==> src/rtl/rowbuf_pkg.sv <==
// Shared types for the open-row buffer controller.
// Assumes nothing beyond IEEE 1800-2017 enum support.
package rowbuf_pkg;

    // Sequencer steps
    typedef enum logic [1:0] {
        ST_IDLE  = 2'd0,
        ST_WBACK = 2'd1,
        ST_OPEN  = 2'd2,
        ST_FILL  = 2'd3
    } rb_state_t;

    // Outcome of comparing a request with the held row
    typedef enum logic [1:0] {
        CLS_HIT      = 2'd0,
        CLS_MISS     = 2'd1,
        CLS_CONFLICT = 2'd2
    } rb_class_t;

endpackage

==> src/rtl/rowbuf_tag.sv <==
// Held-row bookkeeping: valid flag, row tag and modified flag.
// Classifies a lookup row as hit, miss or conflict combinationally.
// Assumes fill and hit_write are never asserted in the same cycle.
module rowbuf_tag
    import rowbuf_pkg::*;
#(
    parameter int ROW_AW = 3
) (
    input  logic              clk,
    input  logic              rst_n,
    input  logic [ROW_AW-1:0] lookup_row,
    input  logic              fill_en,
    input  logic [ROW_AW-1:0] fill_row,
    input  logic              fill_dirty,
    input  logic              hit_write,
    output rb_class_t         cls,
    output logic [ROW_AW-1:0] open_row,
    output logic              dirty
);

    logic              valid_q;
    logic [ROW_AW-1:0] tag_q;
    logic              dirty_q;

    // Track which row is held and whether it has been modified
    always_ff @(posedge clk) begin
        if (!rst_n) begin
            valid_q <= 1'b0;
            tag_q   <= '0;
            dirty_q <= 1'b0;
        end else if (fill_en) begin
            valid_q <= 1'b1;
            tag_q   <= fill_row;
            dirty_q <= fill_dirty;
        end else if (hit_write) begin
            dirty_q <= 1'b1;
        end
    end

    // Compare the lookup row against the held tag
    always_comb begin
        if (!valid_q)                 cls = CLS_MISS;
        else if (tag_q == lookup_row) cls = CLS_HIT;
        else                          cls = CLS_CONFLICT;
    end

    assign open_row = tag_q;
    assign dirty    = dirty_q;

    AST_DIRTY_NEEDS_ROW: assert property (@(posedge clk) disable iff (!rst_n)
        dirty_q |-> valid_q);

endmodule

==> src/rtl/rowbuf_data.sv <==
// Full-row buffer register, one word register per column.
// A word write takes precedence over a row fill for its own column, so a
// fill and a write in the same cycle merge the write word into the new row.
module rowbuf_data #(
    parameter int WORD_W    = 8,
    parameter int ROW_WORDS = 4,
    parameter int COL_AW    = 2
) (
    input  logic                        clk,
    input  logic                        rst_n,
    input  logic                        fill_en,
    input  logic [WORD_W*ROW_WORDS-1:0] fill_data,
    input  logic                        wr_en,
    input  logic [COL_AW-1:0]           col,
    input  logic [WORD_W-1:0]           wdata,
    output logic [WORD_W*ROW_WORDS-1:0] row_out,
    output logic [WORD_W-1:0]           word_out
);

    logic [WORD_W-1:0] word_q [ROW_WORDS];

    for (genvar g = 0; g < ROW_WORDS; g++) begin : g_word
        // Load one column from a fill or from a word write
        always_ff @(posedge clk) begin
            if (!rst_n) begin
                word_q[g] <= '0;
            end else if (wr_en && (col == COL_AW'(g))) begin
                word_q[g] <= wdata;
            end else if (fill_en) begin
                word_q[g] <= fill_data[g*WORD_W +: WORD_W];
            end
        end
        assign row_out[g*WORD_W +: WORD_W] = word_q[g];
    end

    // Select the addressed column
    always_comb begin
        word_out = word_q[0];
        for (int i = 0; i < ROW_WORDS; i++) begin
            if (col == COL_AW'(i)) word_out = word_q[i];
        end
    end

endmodule

==> src/rtl/rowbuf_fsm.sv <==
// Request sequencer: accepts one request at a time in idle, answers hits at
// once, and walks write-back, open and fill steps for misses and conflicts.
// Assumes the bank returns a row one cycle after its read strobe.
module rowbuf_fsm
    import rowbuf_pkg::*;
#(
    parameter int WORD_W    = 8,
    parameter int ROW_WORDS = 4,
    parameter int ROW_AW    = 3,
    parameter int COL_AW    = 2
) (
    input  logic                        clk,
    input  logic                        rst_n,
    input  logic                        req_valid,
    input  logic                        req_write,
    input  logic [ROW_AW-1:0]           req_row,
    input  logic [COL_AW-1:0]           req_col,
    input  logic [WORD_W-1:0]           req_wdata,
    input  rb_class_t                   cls,
    input  logic [ROW_AW-1:0]           open_row,
    input  logic                        dirty,
    input  logic [WORD_W-1:0]           buf_word,
    input  logic [WORD_W*ROW_WORDS-1:0] bank_rdata,
    output logic                        req_ready,
    output logic                        bank_rd,
    output logic                        bank_wr,
    output logic [ROW_AW-1:0]           bank_row,
    output logic                        fill_en,
    output logic [ROW_AW-1:0]           fill_row,
    output logic                        fill_dirty,
    output logic                        hit_write,
    output logic                        buf_wr_en,
    output logic [COL_AW-1:0]           buf_col,
    output logic [WORD_W-1:0]           buf_wdata,
    output logic                        rsp_valid,
    output logic [WORD_W-1:0]           rsp_rdata
);

    rb_state_t         state_q, state_d;
    logic              p_write_q;
    logic [ROW_AW-1:0] p_row_q;
    logic [COL_AW-1:0] p_col_q;
    logic [WORD_W-1:0] p_wdata_q;
    logic              rsp_valid_q;
    logic [WORD_W-1:0] rsp_rdata_q;
    logic              accept;
    logic              hit_now;
    logic [WORD_W-1:0] bank_word;

    assign accept    = req_valid && (state_q == ST_IDLE);
    assign hit_now   = accept && (cls == CLS_HIT);
    assign bank_word = bank_rdata[p_col_q*WORD_W +: WORD_W];

    // Next-step selection
    always_comb begin
        state_d = state_q;
        unique case (state_q)
            ST_IDLE: begin
                if (accept && cls != CLS_HIT) begin
                    state_d = (cls == CLS_CONFLICT && dirty) ? ST_WBACK : ST_OPEN;
                end
            end
            ST_WBACK: state_d = ST_OPEN;
            ST_OPEN:  state_d = ST_FILL;
            ST_FILL:  state_d = ST_IDLE;
            default:  state_d = ST_IDLE;
        endcase
    end

    // Step register
    always_ff @(posedge clk) begin
        if (!rst_n) state_q <= ST_IDLE;
        else        state_q <= state_d;
    end

    // Capture the request that starts a multi-cycle sequence
    always_ff @(posedge clk) begin
        if (!rst_n) begin
            p_write_q <= 1'b0;
            p_row_q   <= '0;
            p_col_q   <= '0;
            p_wdata_q <= '0;
        end else if (accept && cls != CLS_HIT) begin
            p_write_q <= req_write;
            p_row_q   <= req_row;
            p_col_q   <= req_col;
            p_wdata_q <= req_wdata;
        end
    end

    // Bank strobes and row index per step
    always_comb begin
        bank_rd  = (state_q == ST_OPEN);
        bank_wr  = (state_q == ST_WBACK);
        bank_row = (state_q == ST_WBACK) ? open_row : p_row_q;
    end

    // Buffer and tag controls: hit edits in idle, merged fill in the last step
    always_comb begin
        fill_en    = (state_q == ST_FILL);
        fill_row   = p_row_q;
        fill_dirty = p_write_q;
        hit_write  = hit_now && req_write;
        if (state_q == ST_IDLE) begin
            buf_wr_en = hit_now && req_write;
            buf_col   = req_col;
            buf_wdata = req_wdata;
        end else begin
            buf_wr_en = (state_q == ST_FILL) && p_write_q;
            buf_col   = p_col_q;
            buf_wdata = p_wdata_q;
        end
    end

    // Registered completion pulse and word
    always_ff @(posedge clk) begin
        if (!rst_n) begin
            rsp_valid_q <= 1'b0;
            rsp_rdata_q <= '0;
        end else begin
            rsp_valid_q <= hit_now || (state_q == ST_FILL);
            if (hit_now) begin
                rsp_rdata_q <= req_write ? req_wdata : buf_word;
            end else if (state_q == ST_FILL) begin
                rsp_rdata_q <= p_write_q ? p_wdata_q : bank_word;
            end
        end
    end

    assign req_ready = (state_q == ST_IDLE);
    assign rsp_valid = rsp_valid_q;
    assign rsp_rdata = rsp_rdata_q;

    AST_STROBE_EXCL: assert property (@(posedge clk) disable iff (!rst_n)
        !(bank_rd && bank_wr));
    AST_WBACK_THEN_OPEN: assert property (@(posedge clk) disable iff (!rst_n)
        bank_wr |=> bank_rd);
    AST_WBACK_ONLY_DIRTY: assert property (@(posedge clk) disable iff (!rst_n)
        bank_wr |-> dirty);
    AST_OPEN_TO_RSP: assert property (@(posedge clk) disable iff (!rst_n)
        bank_rd |=> ##1 rsp_valid);
    AST_BUSY_STALLS: assert property (@(posedge clk) disable iff (!rst_n)
        (bank_rd || bank_wr) |-> !req_ready);
    AST_HIT_NEXT_CYCLE: assert property (@(posedge clk) disable iff (!rst_n)
        (req_valid && req_ready && cls == CLS_HIT) |=> (rsp_valid && !bank_rd && !bank_wr));

endmodule

==> src/rtl/rowbuf_ctrl.sv <==
// Open-row buffer controller top: splits the word address into row and
// column, and joins the tag tracker, row buffer and sequencer.
// Assumes a bank with one-cycle row reads and edge-captured row writes.
module rowbuf_ctrl
    import rowbuf_pkg::*;
#(
    parameter int WORD_W    = 8,
    parameter int ROW_WORDS = 4,
    parameter int ROW_AW    = 3,
    localparam int COL_AW   = $clog2(ROW_WORDS),
    localparam int ADDR_W   = ROW_AW + COL_AW,
    localparam int ROW_W    = WORD_W * ROW_WORDS
) (
    input  logic              clk,
    input  logic              rst_n,
    input  logic              req_valid,
    output logic              req_ready,
    input  logic              req_write,
    input  logic [ADDR_W-1:0] req_addr,
    input  logic [WORD_W-1:0] req_wdata,
    output logic              rsp_valid,
    output logic [WORD_W-1:0] rsp_rdata,
    output logic              bank_rd,
    output logic              bank_wr,
    output logic [ROW_AW-1:0] bank_row,
    output logic [ROW_W-1:0]  bank_wdata,
    input  logic [ROW_W-1:0]  bank_rdata
);

    logic [ROW_AW-1:0] req_row;
    logic [COL_AW-1:0] req_col;
    rb_class_t         cls;
    logic [ROW_AW-1:0] open_row;
    logic              dirty;
    logic              fill_en;
    logic [ROW_AW-1:0] fill_row;
    logic              fill_dirty;
    logic              hit_write;
    logic              buf_wr_en;
    logic [COL_AW-1:0] buf_col;
    logic [WORD_W-1:0] buf_wdata;
    logic [WORD_W-1:0] buf_word;

    assign req_row = req_addr[ADDR_W-1:COL_AW];
    assign req_col = req_addr[COL_AW-1:0];

    rowbuf_tag #(.ROW_AW(ROW_AW)) u_tag (
        .clk        (clk),
        .rst_n      (rst_n),
        .lookup_row (req_row),
        .fill_en    (fill_en),
        .fill_row   (fill_row),
        .fill_dirty (fill_dirty),
        .hit_write  (hit_write),
        .cls        (cls),
        .open_row   (open_row),
        .dirty      (dirty)
    );

    rowbuf_data #(.WORD_W(WORD_W), .ROW_WORDS(ROW_WORDS), .COL_AW(COL_AW)) u_data (
        .clk       (clk),
        .rst_n     (rst_n),
        .fill_en   (fill_en),
        .fill_data (bank_rdata),
        .wr_en     (buf_wr_en),
        .col       (buf_col),
        .wdata     (buf_wdata),
        .row_out   (bank_wdata),
        .word_out  (buf_word)
    );

    rowbuf_fsm #(.WORD_W(WORD_W), .ROW_WORDS(ROW_WORDS), .ROW_AW(ROW_AW), .COL_AW(COL_AW)) u_fsm (
        .clk        (clk),
        .rst_n      (rst_n),
        .req_valid  (req_valid),
        .req_write  (req_write),
        .req_row    (req_row),
        .req_col    (req_col),
        .req_wdata  (req_wdata),
        .cls        (cls),
        .open_row   (open_row),
        .dirty      (dirty),
        .buf_word   (buf_word),
        .bank_rdata (bank_rdata),
        .req_ready  (req_ready),
        .bank_rd    (bank_rd),
        .bank_wr    (bank_wr),
        .bank_row   (bank_row),
        .fill_en    (fill_en),
        .fill_row   (fill_row),
        .fill_dirty (fill_dirty),
        .hit_write  (hit_write),
        .buf_wr_en  (buf_wr_en),
        .buf_col    (buf_col),
        .buf_wdata  (buf_wdata),
        .rsp_valid  (rsp_valid),
        .rsp_rdata  (rsp_rdata)
    );

    AST_FILL_AFTER_OPEN: assert property (@(posedge clk) disable iff (!rst_n)
        fill_en |-> !req_ready);

endmodule

==> config.mk <==
export PLATFORM = sky130hd
export DESIGN_NAME = rowbuf_ctrl
export DESIGN_NICKNAME = d
export VERILOG_FILES = /design/src/rtl/rowbuf_pkg.sv /design/src/rtl/rowbuf_tag.sv /design/src/rtl/rowbuf_data.sv /design/src/rtl/rowbuf_fsm.sv /design/src/rtl/rowbuf_ctrl.sv
export SDC_FILE = /design/constraint.sdc
export NUM_CORES = 1
export LEC_CHECK = 0
export ABC_CLOCK_PERIOD_IN_PS = 6900
export BUFFER_PORTS_ARGS = -buffer_cell sky130_fd_sc_hd__buf_2
export CORE_UTILIZATION = 57
export DETAILED_ROUTE_END_ITERATION = 12
export PLACE_DENSITY = 0.94
export SYNTH_ARGS = -nofsm -noshare
export SYNTH_HDL_FRONTEND = slang
export SYNTH_SLANG_ARGS = --single-unit
export TNS_END_PERCENT = 1
==> constraint.sdc <==
create_clock -name clk -period 6.9 [get_ports clk]
set_clock_uncertainty 0.05 [all_clocks]
set_input_delay 0.69 -clock clk [delete_from_list [all_inputs] [get_ports clk]]
set_output_delay 0.69 -clock clk [all_outputs]
set_load 0.005 [all_outputs]
==> results of run 1 <==
==> layer usage <==
layer,vias up,part of all wire,global-route usage
met5,-,0,0
met4,0,0.042,0.150
met3,49,0.12,0.0898
met2,250,0.46,0.499
met1,1465,0.38,0.399
li1,1373,-,-
==> tightest hold or removal path, stage by stage, from the launching register on <==
cell	delay [ns]
dfxtp_1	0.32
nor2_1	0.05
o22ai_1	0.09
==> report_power, final <==
part           switching [µW]  internal, µW
Sequential               44.2           438
Combinational             213           169
Clock                     147           201
==> sequential cells by signal, summed over array words and instances, names as in the netlist, 2 cells and up <==
name and count:
u_fsm.fill_row 3, u_fsm.state_q 2, u_fsm.rsp_rdata 8, u_fsm.p_wdata_q 8, u_tag.open_row 3, u_fsm.p_col_q 2
u_data.word_q 32
==> synth_stat cells, drive strengths merged <==
library cell | number | area [µm²]
nor2b | 19 | 119
o21ai | 13 | 65.1
nand3b | 2 | 15.0
ha | 5 | 62.6
inv | 6 | 22.5
o2bb2ai | 32 | 280
nand4 | 1 | 6.26
nor4 | 2 | 12.5
mux2 | 12 | 135
nand2b | 1 | 6.26
edfxtp | 32 | 961
clkbuf | 10 | 37.5
o41ai | 1 | 8.76
buf | 6 | 28.8
a21o | 9 | 67.6
a32o | 1 | 10.0
nand2 | 23 | 116
mux4 | 8 | 180
nor3 | 2 | 10.0
or4 | 1 | 11.3
o221ai | 1 | 8.76
o22ai | 8 | 63.8
xor2 | 3 | 26.3
o21a | 1 | 7.51
nand3 | 3 | 15.0
a21oi | 6 | 45.0
mux2i | 34 | 344
a21boi | 7 | 52.6
nor2 | 19 | 71.3
and2 | 2 | 12.5
a221o | 1 | 10.0
o221a | 1 | 11.3
a2111oi | 7 | 61.3
dfxtp | 30 | 601
==> stage by stage <==
step | instances | worst slack, ns
after CTS | 480 | 3.60
after floorplan | 309 | 4.35
final | 480 | 3.53
after global placement | 464 | 3.70
after detailed placement | 464 | 3.61
after global routing | 480 | 3.37
==> how the worst max path moves through the flow <==
stage	from	endpoint	slack, ns	cells past startpoint
floorplan	req_addr[3]	u_data.word_q[2][0]$_SDFFCE_PN0P_	4.35	5
global placement	u_fsm.state_q[0]$_SDFFE_PN0P_	u_data.word_q[1][7]$_DFFE_PP_	3.70	7
detailed placement	u_fsm.state_q[0]$_SDFFE_PN0P_	u_data.word_q[1][7]$_DFFE_PP_	3.61	7
CTS	u_fsm.state_q[0]$_SDFFE_PN0P_	u_data.word_q[1][7]$_DFFE_PP_	3.60	7
global route	u_fsm.state_q[0]$_SDFFE_PN0P_	u_data.word_q[1][6]$_DFFE_PP_	3.37	7
finish	u_fsm.state_q[0]$_SDFFE_PN0P_	u_data.word_q[1][7]$_DFFE_PP_	3.53	7
==> cell families after synthesis <==
| group | share of synthesized area |
|---|---|
| AO/OA/AOI/OAI | 0.198 |
| XOR/XNOR | 0.00754 |
| adder cells (fa/ha/maj) | 0.0179 |
| buffers and inverters | 0.0255 |
| flip-flops | 0.448 |
| multiplexers | 0.189 |
| AND/OR/NAND/NOR | 0.113 |
==> cell type report <==
class,instances,area [µm²]
clock buffers,11,131
clock inverters,5,73.8
fillers,415,1720
inverters,6,22.5
multi-input cells,225,1840
flip-flops and latches,62,1560
well taps,75,93.8
repair buffers,96,483
==> qor.yml, run 1 <==
finalSetupViolations: 0
leakage_uw: 0.00177
r2r_slack_ns: 3.53
io_buffers: 95
crit-reg2reg-launch: "u_fsm.state_q[0]$_SDFFE_PN0P_"
holdWs_ns: 0.445
rsz0062_at_grt: "no"
fin_crit_ns: 3.37
num_antenna_cells: 0
synthCells: 309
worstMarginPinSlew_ns: 1.03
grt_use_total: 0.316
path_cells: "inv_1 -> ha_1 -> nand3_1 -> or4_4 -> o22ai_4 -> nand2_4 -> nand2_1"
peakVddDrop_v: 0.000179
holdBufCountCts: 0
coreArea_um2: 5920
crit_slowest_cell: "ha_1"
die_w_um: 80.2
grt_overflow: 0
drc: 0
power.total_uw: 1210
cts_sinks: 62
clk_pin_slew_ns: 0.07
seq_area_frac_synth: 0.448
synth_warnings: 0
antenna_found_initial: 0
path_class: "register to register"
synth_cell_types: 41
hold_violations: 0
cp-start-kind: "register"
final_util: 0.710
slew_viol_final: 0
slowest_delay_ns: 0.86
dpl_cell_area_um2: 4000
cts_resized: 0
fin_area_um2: 4200
drt_iter0_markers: 364
relSlewSlack: 0.310
post_drt_wl_per_cell_um: 20.3
dp_hpwl_mm: 7.21
critPathBufInv: 1
min_period_over_period: 0.489
grt_pass1_vias: 2952
cp_max_fo: 24
syn_area_per_cell_um2: 11.3
cts_root_buf: "clkbuf_8"
grt_pass1_wl_mm: 14.8
p_per_area_nw_per_um2: 288
h-tree-depth: 3
final_cell_mix: "buf_2, mux2i_1, o2bb2ai_1, edfxtp_1, dfxtp_1"
hp-class: "register to register"
hold_depth: 2
fmax_mhz: 297
place_congestion: 0.949
final_common_cell: "buf_2"
ys_ff_latch: 62
postCtsSetupBuffers: 0
numCtsBuffers: 9
io_pins: 96
placementRows: 28
min_to: "u_fsm.rsp_rdata[5]$_SDFFE_PN0P_"
end_kind: "register"
cap_violations: 0
worstRegToRegCells: 7
drt.antenna.violating_nets: 0
cts_tree: "yes"
drt_wl_total_mm: 9.76
post_drt_via_cell_ratio: 6.54
worstHoldStart: "u_fsm.rsp_rdata[5]$_SDFFE_PN0P_"
syn_area_um2: 3490
arrival_ns: 3.33
clock_latency_ns: 0.35
finalSetupTns_ns: 0
drive_above_1_share: 0.346
die_area_um2: 6430
dr.pass1.iters: 5
area_growth_pct: 20.5
vias: 3137
grt_max_degree: 36
nNetsFinal: 454
path_delay_family: "simple AND/OR/NAND/NOR gates"
syn_nets: 363
initial_core_util: 0.589
status: "finished clean"
worst_ep_required_time_ns: 6.86
die_height_um: 80.2
r2r-end: "u_data.word_q[1][7]$_DFFE_PP_"
cts_buffer_depth: 2
Note: power is estimated with default switching activity, not from simulation.
==> inputs of run 2 (changes only) <==
--- a/config.mk
+++ b/config.mk
@@ -5,11 +5,11 @@
 export SDC_FILE = /design/constraint.sdc
 export NUM_CORES = 1
 export LEC_CHECK = 0
-export ABC_CLOCK_PERIOD_IN_PS = 6900
+export ABC_CLOCK_PERIOD_IN_PS = 3000
 export BUFFER_PORTS_ARGS = -buffer_cell sky130_fd_sc_hd__buf_2
-export CORE_UTILIZATION = 57
+export CORE_UTILIZATION = 48
 export DETAILED_ROUTE_END_ITERATION = 12
-export PLACE_DENSITY = 0.94
+export PLACE_DENSITY = 0.85
 export SYNTH_ARGS = -nofsm -noshare
 export SYNTH_HDL_FRONTEND = slang
 export SYNTH_SLANG_ARGS = --single-unit
==> constraint.sdc (replaced) <==
create_clock -name clk -period 3 [get_ports clk]
set_clock_uncertainty 0.05 [all_clocks]
set_input_delay 0.3 -clock clk [delete_from_list [all_inputs] [get_ports clk]]
set_output_delay 0.3 -clock clk [all_outputs]
set_load 0.005 [all_outputs]
==> run 2 against run 1 <==
Sequential power grew 130%. Register-to-register slack lost 3.2 ns. Fmax grew 25%. Worst setup slack lost 3.2 ns. Cell area grew 1.1%. Power grew 120%. Routed wire length grew 5.2%. Via count shrank 0.92%. Clock-buffer cell count grew 2. Worst hold slack lost 0.25 ns. Core utilization shrank 9.5 points. Flip-flop and latch count is the same. Critical endpoint is now u_data.word_q[3][0]$_DFFE_PP_. Highest routed layer unchanged.
==> qor.yml, run 2 (same netlist as run 1, synthesis figures left out) <==
worst_ep_required_time_ns: 2.96  # -3.90 ns
hold_violations: 0  # unchanged
io_buffers: 95  # unchanged
finalSetupTns_ns: 0  # unchanged
coreArea_um2: 6910  # +17%
peakVddDrop_v: 0.000321  # +80%
regMostFlops: "u_data.word_q"
hp-class: "primary input to register"
slew_viol_final: 0  # unchanged
drt.antenna.violating_nets: 0  # unchanged
post_drt_via_cell_ratio: 6.15  # -5.8%
worstMarginPinSlew_ns: 0.768  # -0.267 ns
numCtsBuffers: 9  # unchanged
p_switching_uw: 921  # +130%
cts_resized: 0  # unchanged
num_antenna_cells: 0  # unchanged
grt_use_total: 0.284  # -0.0323
cts_buffer_depth: 2  # unchanged
min_period_over_period: 0.898  # +0.409
end_kind: "register"
rsz0062_at_grt: "no"
h-tree-depth: 3  # unchanged
final_cell_mix: "buf_2, mux2i_1, o2bb2ai_1, edfxtp_1, dfxtp_1"
fin_crit_ns: 2.69  # -0.678 ns
clock_latency_ns: 0.36  # about the same
area_growth_pct: 21.9
grt_overflow: 0  # unchanged
comb_power_share: 0.328  # +0.013
path_delay_family: "simple AND/OR/NAND/NOR gates"
critPathBufInv: 1  # unchanged
vias: 3108  # -0.92%
holdBufCountCts: 0  # unchanged
slowest_delay_ns: 0.46  # -0.40 ns
cp-start-kind: "register"
path_cells: "inv_1 -> ha_1 -> nand3_1 -> or4_4 -> o22ai_4 -> nand2_4 -> nand2_1"
clk_pin_slew_ns: 0.07  # about the same
initial_core_util: 0.505  # -0.0840
crit_slowest_cell: "or4_4"
p_seq_frac: 0.407  # +0.009
finalSetupViolations: 0  # unchanged
fin_area_um2: 4250  # +1.1%
io_pins: 96  # unchanged
cp_max_fo: 9  # -63%
relSlewSlack: 0.488  # +0.177
cts_root_buf: "clkbuf_8"
cts_tree: "yes"
nNetsFinal: 458  # +0.88%
drc: 0  # unchanged
path_class: "register to register"
fill_cells: 579  # +40%
cts_sinks: 62  # unchanged
p_per_area_nw_per_um2: 640  # +120%
dp_hpwl_mm: 7.80  # +8.2%
holdWs_ns: 0.191  # -0.253 ns
placementRows: 30  # +7.1%
postCtsSetupBuffers: 0  # unchanged
die_area_um2: 7610  # +18%
grt_max_degree: 36  # unchanged
grt_pass1_wl_mm: 15.7  # +6.0%
antenna_found_initial: 0  # unchanged
final_common_cell: "buf_2"
grt_pass1_vias: 3070  # +4.0%
arrival_ns: 2.66  # -0.67 ns
dr.pass1.iters: 5  # unchanged
die_w_um: 87.2  # +8.8%
cap_violations: 0  # unchanged
pwr-share-clk: 0.265  # -0.022
drt_wl_total_mm: 10.3  # +5.2%
leakage_uw: 0.00179  # +1.1%
drt_iter0_markers: 311  # -15%
fmax_mhz: 371  # +25%
swShare: 0.338  # +0.00528
place_congestion: 0.863  # -9.0%
status: "finished clean"
p_int_uw: 1800  # +120%
dpl_cell_area_um2: 4050  # +1.4%
final_util: 0.615  # -0.0946
largest_reg_flops: 32  # unchanged
layout.cells.non_filler: 505  # +5.2%
drive_above_1_share: 0.357  # +0.0113
post_drt_wl_per_cell_um: 20.3  # about the same
die_height_um: 87.2  # +8.8%
placedCellCount: 489  # +5.4%
## run 2: cell count changes in the layout (fill, tap and decap cells not counted), sizes merged
cell | before | now
buf | 96 | 100
bufinv | 2 | 0
clkbuf | 11 | 13
## run 2: worst min-delay path: stages
cell,delay [ns]
buf_2,0.11
mux2i_1,0.07
nor2b_1,0.09
## run 2: cell type report
| type | count | area (µm²) | area share |
|---|---|---|---|
| repair buffers | 100 | 513 | 0.121 |
| flip-flops and latches | 62 | 1560 | 0.368 |
| clock buffers | 13 | 180 | 0.0424 |
| multi-input cells | 225 | 1840 | 0.432 |
| well taps | 96 | 120 | 0.0283 |
| inverters | 6 | 22.5 | 0.00530 |
| clock inverters | 3 | 15.0 | 0.00353 |
## run 2: final timing paths
kind	start	endpoint	slack, ns	depth (start not counted)
hold reg to reg	u_fsm.rsp_rdata[4]$_SDFFE_PN0P_	u_fsm.rsp_rdata[4]$_SDFFE_PN0P_	0.45	2
setup / recovery	u_fsm.state_q[0]$_SDFFE_PN0P_	u_data.word_q[3][0]$_DFFE_PP_	0.31	7
hold / removal	req_wdata[5]	u_fsm.p_wdata_q[5]$_SDFFE_PN0P_	0.19	3
setup reg to reg	u_fsm.state_q[0]$_SDFFE_PN0P_	u_data.word_q[3][0]$_DFFE_PP_	0.31	7
## run 2: metrics by stage
| step | power, µW | worst slack, ns |
|---|---|---|
| final | 2720 | 0.306 |
| after global routing | 2830 | 0.185 |
| after CTS | 2700 | 0.364 |
| after detailed placement | 2000 | 0.390 |
| after global placement | 1960 | 0.496 |
| after floorplan | 1700 | 0.638 |
## run 2: power groups by stage
stage | Combinational [µW] | Sequential (µW) | Clock [µW]
detailed placement | 875 | 1120 | 0
floorplan | 616 | 1080 | 0
global route | 962 | 1110 | 758
finish | 893 | 1110 | 720
global placement | 847 | 1120 | 0
CTS | 885 | 1100 | 716
## run 2: metal layers
metal  up-vias  wire length (µm)  global-route usage
met5         -                 0                   0
met4         0               491               0.177
met3        41               953              0.0569
met2       199              4920               0.461
met1      1478              3900               0.347
li1       1390                 -                   -
==> inputs of run 3 (changes only) <==
--- a/config.mk
+++ b/config.mk
@@ -7,9 +7,9 @@
 export LEC_CHECK = 0
 export ABC_CLOCK_PERIOD_IN_PS = 3000
 export BUFFER_PORTS_ARGS = -buffer_cell sky130_fd_sc_hd__buf_2
-export CORE_UTILIZATION = 48
+export CORE_UTILIZATION = 44
 export DETAILED_ROUTE_END_ITERATION = 12
-export PLACE_DENSITY = 0.85
+export PLACE_DENSITY = 0.8
 export SYNTH_ARGS = -nofsm -noshare
 export SYNTH_HDL_FRONTEND = slang
 export SYNTH_SLANG_ARGS = --single-unit
==> constraint.sdc (replaced) <==
create_clock -name clk -period 3 [get_ports clk]
set_clock_uncertainty 0.05 [all_clocks]
set_input_delay 0 -clock clk [delete_from_list [all_inputs] [get_ports clk]]
set_output_delay 0 -clock clk [all_outputs]
set_load 0.005 [all_outputs]
==> run 3 against run 2 <==
First-iteration DRC count is 25% lower. Power is 0.22% higher. Flip-flop and latch count unchanged. Worst setup slack improved by 0.075 ns. Sequential power hardly changed. Register-to-register slack better by 0.08 ns. Critical path type unchanged. Largest power group unchanged.
==> qor.yml, run 3 (same netlist as run 1, synthesis figures left out) <==
status: "finished clean"
clock_latency_ns: 0.34  # -0.02 ns
comb_power_share: 0.351  # +0.023
numCtsBuffers: 9  # unchanged
p_per_area_nw_per_um2: 580  # -9.5%
cp-start-kind: "register"
path_cells: "inv_1 -> ha_1 -> buf_4 -> mux2i_2 -> buf_4 -> mux2i_1 -> nor2_1 -> a2111oi_0 -> o22ai_1"
slew_viol_final: 0  # unchanged
worst_ep_required_time_ns: 3.16  # +0.20 ns
leakage_uw: 0.00197  # +10%
worstRegToRegCells: 9  # +2
p_seq_frac: 0.401  # -0.006
largest_reg_flops: 32  # unchanged
post_drt_wl_per_cell_um: 18.5  # -9.2%
fmax_mhz: 382  # +2.9%
drc: 0  # unchanged
grt_pass1_wl_mm: 15.5  # -1.3%
dp_hpwl_mm: 7.45  # -4.5%
drt_iter0_markers: 232  # -25%
dr.pass1.iters: 6  # +1
coreArea_um2: 7690  # +11%
min_period_over_period: 0.873  # -0.0251
fin_ws_ns: 0.381  # +0.0753 ns
r2r-end: "u_fsm.rsp_rdata[6]$_SDFFE_PN0P_"
grt_max_degree: 36  # unchanged
critPathBufInv: 3  # +2
drt_wl_total_mm: 10.3  # +0.18%
nNetsFinal: 505  # +10%
die_w_um: 91.0  # +4.3%
cp_max_fo: 15  # +6
cts_root_buf: "clkbuf_8"
slowest_delay_ns: 0.54  # +0.08 ns
relSlewSlack: 0.507  # +0.0195
worstMarginPinSlew_ns: 0.738  # -0.0293 ns
regMostFlops: "u_data.word_q"
final_common_cell: "buf_2"
hold_violations: 0  # unchanged
vias: 3226  # +3.8%
end_kind: "register"
path_delay_family: "compound AO/OA/AOI/OAI gates"
grt_use_total: 0.247  # -0.0371
rsz0062_at_grt: "no"
min_to: "u_fsm.state_q[1]$_SDFFE_PN0P_"
cts_tree: "yes"
crit_top_cell: "buf_4"
worstHoldStart: "req_valid"
fin_crit_ns: 2.62  # -0.0753 ns
cts_resized: 0  # unchanged
p_switching_uw: 909  # -1.3%
cts_sinks: 62  # unchanged
p_int_uw: 1820  # +1.0%
hold_depth: 4  # +1
die_area_um2: 8280  # +8.9%
grt_pass1_vias: 3174  # +3.4%
r2r_slack_ns: 0.38  # +0.08 ns
drive_above_1_share: 0.321  # -0.0361
io_pins: 96  # unchanged
cts_buffer_depth: 2  # unchanged
pre_cts_ws_ns: 0.436  # +0.0460 ns
clk_pin_slew_ns: 0.07  # about the same
swShare: 0.333  # -0.00520
area_growth_pct: 34.9
io_buffers: 95  # unchanged
crit_slowest_cell: "a2111oi_0"
hp-class: "primary input to register"
antenna_found_initial: 0  # unchanged
initial_core_util: 0.453  # -0.0513
pwr-share-clk: 0.248  # -0.017
final_cell_mix: "buf_2, dlygate4sd3_1, mux2i_1, o2bb2ai_1, edfxtp_1"
drt.antenna.violating_nets: 0  # unchanged
fill_cells: 632  # +9.2%
finalSetupTns_ns: 0  # unchanged
num_antenna_cells: 0  # unchanged
crit-reg2reg-launch: "u_fsm.state_q[0]$_SDFFE_PN0P_"
placementRows: 32  # +6.7%
die_height_um: 91.0  # +4.3%
finalSetupViolations: 0  # unchanged
arrival_ns: 2.78  # +0.12 ns
place_congestion: 0.910  # +5.5%
h-tree-depth: 3  # unchanged
peakVddDrop_v: 0.000380  # +18%
post_drt_via_cell_ratio: 5.79  # -5.9%
cap_violations: 0  # unchanged
grt_overflow: 0  # unchanged
path_class: "register to register"
-- run 3: layout make-up --
type | count | area, µm² | area share
clock buffers | 14 | 173 | 0.0367
repair buffers | 147 | 978 | 0.208
clock inverters | 1 | 5.00 | 0.00106
inverters | 6 | 22.5 | 0.00479
flip-flops and latches | 62 | 1560 | 0.332
well taps | 102 | 128 | 0.0271
multi-input cells | 225 | 1840 | 0.390
-- run 3: per-layer routing --
metal	part of all wire	vias to the layer above	track usage
li1	-	1481	-
met1	0.40	1528	0.298
met2	0.49	174	0.411
met3	0.075	43	0.0511
met4	0.039	0	0.138
met5	0	-	0
-- run 3: worst max-delay path by stage --
stage | endpoint | from | cells after the start | slack (ns)
6_report | u_fsm.rsp_rdata[6]$_SDFFE_PN0P_ | u_fsm.state_q[0]$_SDFFE_PN0P_ | 9 | 0.38
3_5_place_dp | u_fsm.rsp_rdata[0]$_SDFFE_PN0P_ | u_fsm.state_q[0]$_SDFFE_PN0P_ | 9 | 0.44
5_1_grt | u_data.word_q[0][3]$_DFFE_PP_ | u_fsm.state_q[1]$_SDFFE_PN0P_ | 7 | 0.26
3_3_place_gp | u_fsm.rsp_rdata[1]$_SDFFE_PN0P_ | u_fsm.state_q[0]$_SDFFE_PN0P_ | 9 | 0.53
4_1_cts | u_fsm.rsp_rdata[1]$_SDFFE_PN0P_ | u_fsm.state_q[0]$_SDFFE_PN0P_ | 9 | 0.42
2_1_floorplan | u_data.word_q[2][0]$_SDFFCE_PN0P_ | u_fsm.state_q[0]$_SDFFE_PN0P_ | 7 | 0.64
-- run 3: worst reg2reg max path: cells and delay by family, from the launching register on --
| kind | cells | cell delay [ns] |
|---|---|---|
| DFF | 1 | 0.35 |
| AOI/OAI and AO/OA | 2 | 0.71 |
| and+or+nand+nor | 1 | 0.06 |
| buffers and inverters | 3 | 0.60 |
| muxes | 2 | 0.48 |
| adders and majority gates | 1 | 0.22 |
-- run 3: power groups by stage --
| stage | Combinational (µW) | Sequential (µW) | Clock (µW) |
|---|---|---|---|
| after CTS | 947 | 1090 | 677 |
| after floorplan | 616 | 1080 | 0 |
| after global placement | 877 | 1110 | 0 |
| after detailed placement | 900 | 1110 | 0 |
| final | 956 | 1090 | 676 |
| after global routing | 1030 | 1110 | 713 |
-- run 3: what timing repair did --
action                    4_1_cts  5_1_grt
hold endpoints to repair       53        0
hold buffers                   45        0
setup buffers                   0        0
-- run 3: metrics by stage --
stage                util  hold WS, ns  total power, µW  cell area, µm²  cells
global placement    0.530        0.233             1980            4080    497
detailed placement  0.530        0.255             2010            4080    497
floorplan               -        0.119             1700            3490    309
finish              0.612       0.0334             2730            4700    557
CTS                 0.612       0.0320             2720            4700    557
global route        0.612       0.0390             2850            4700    557
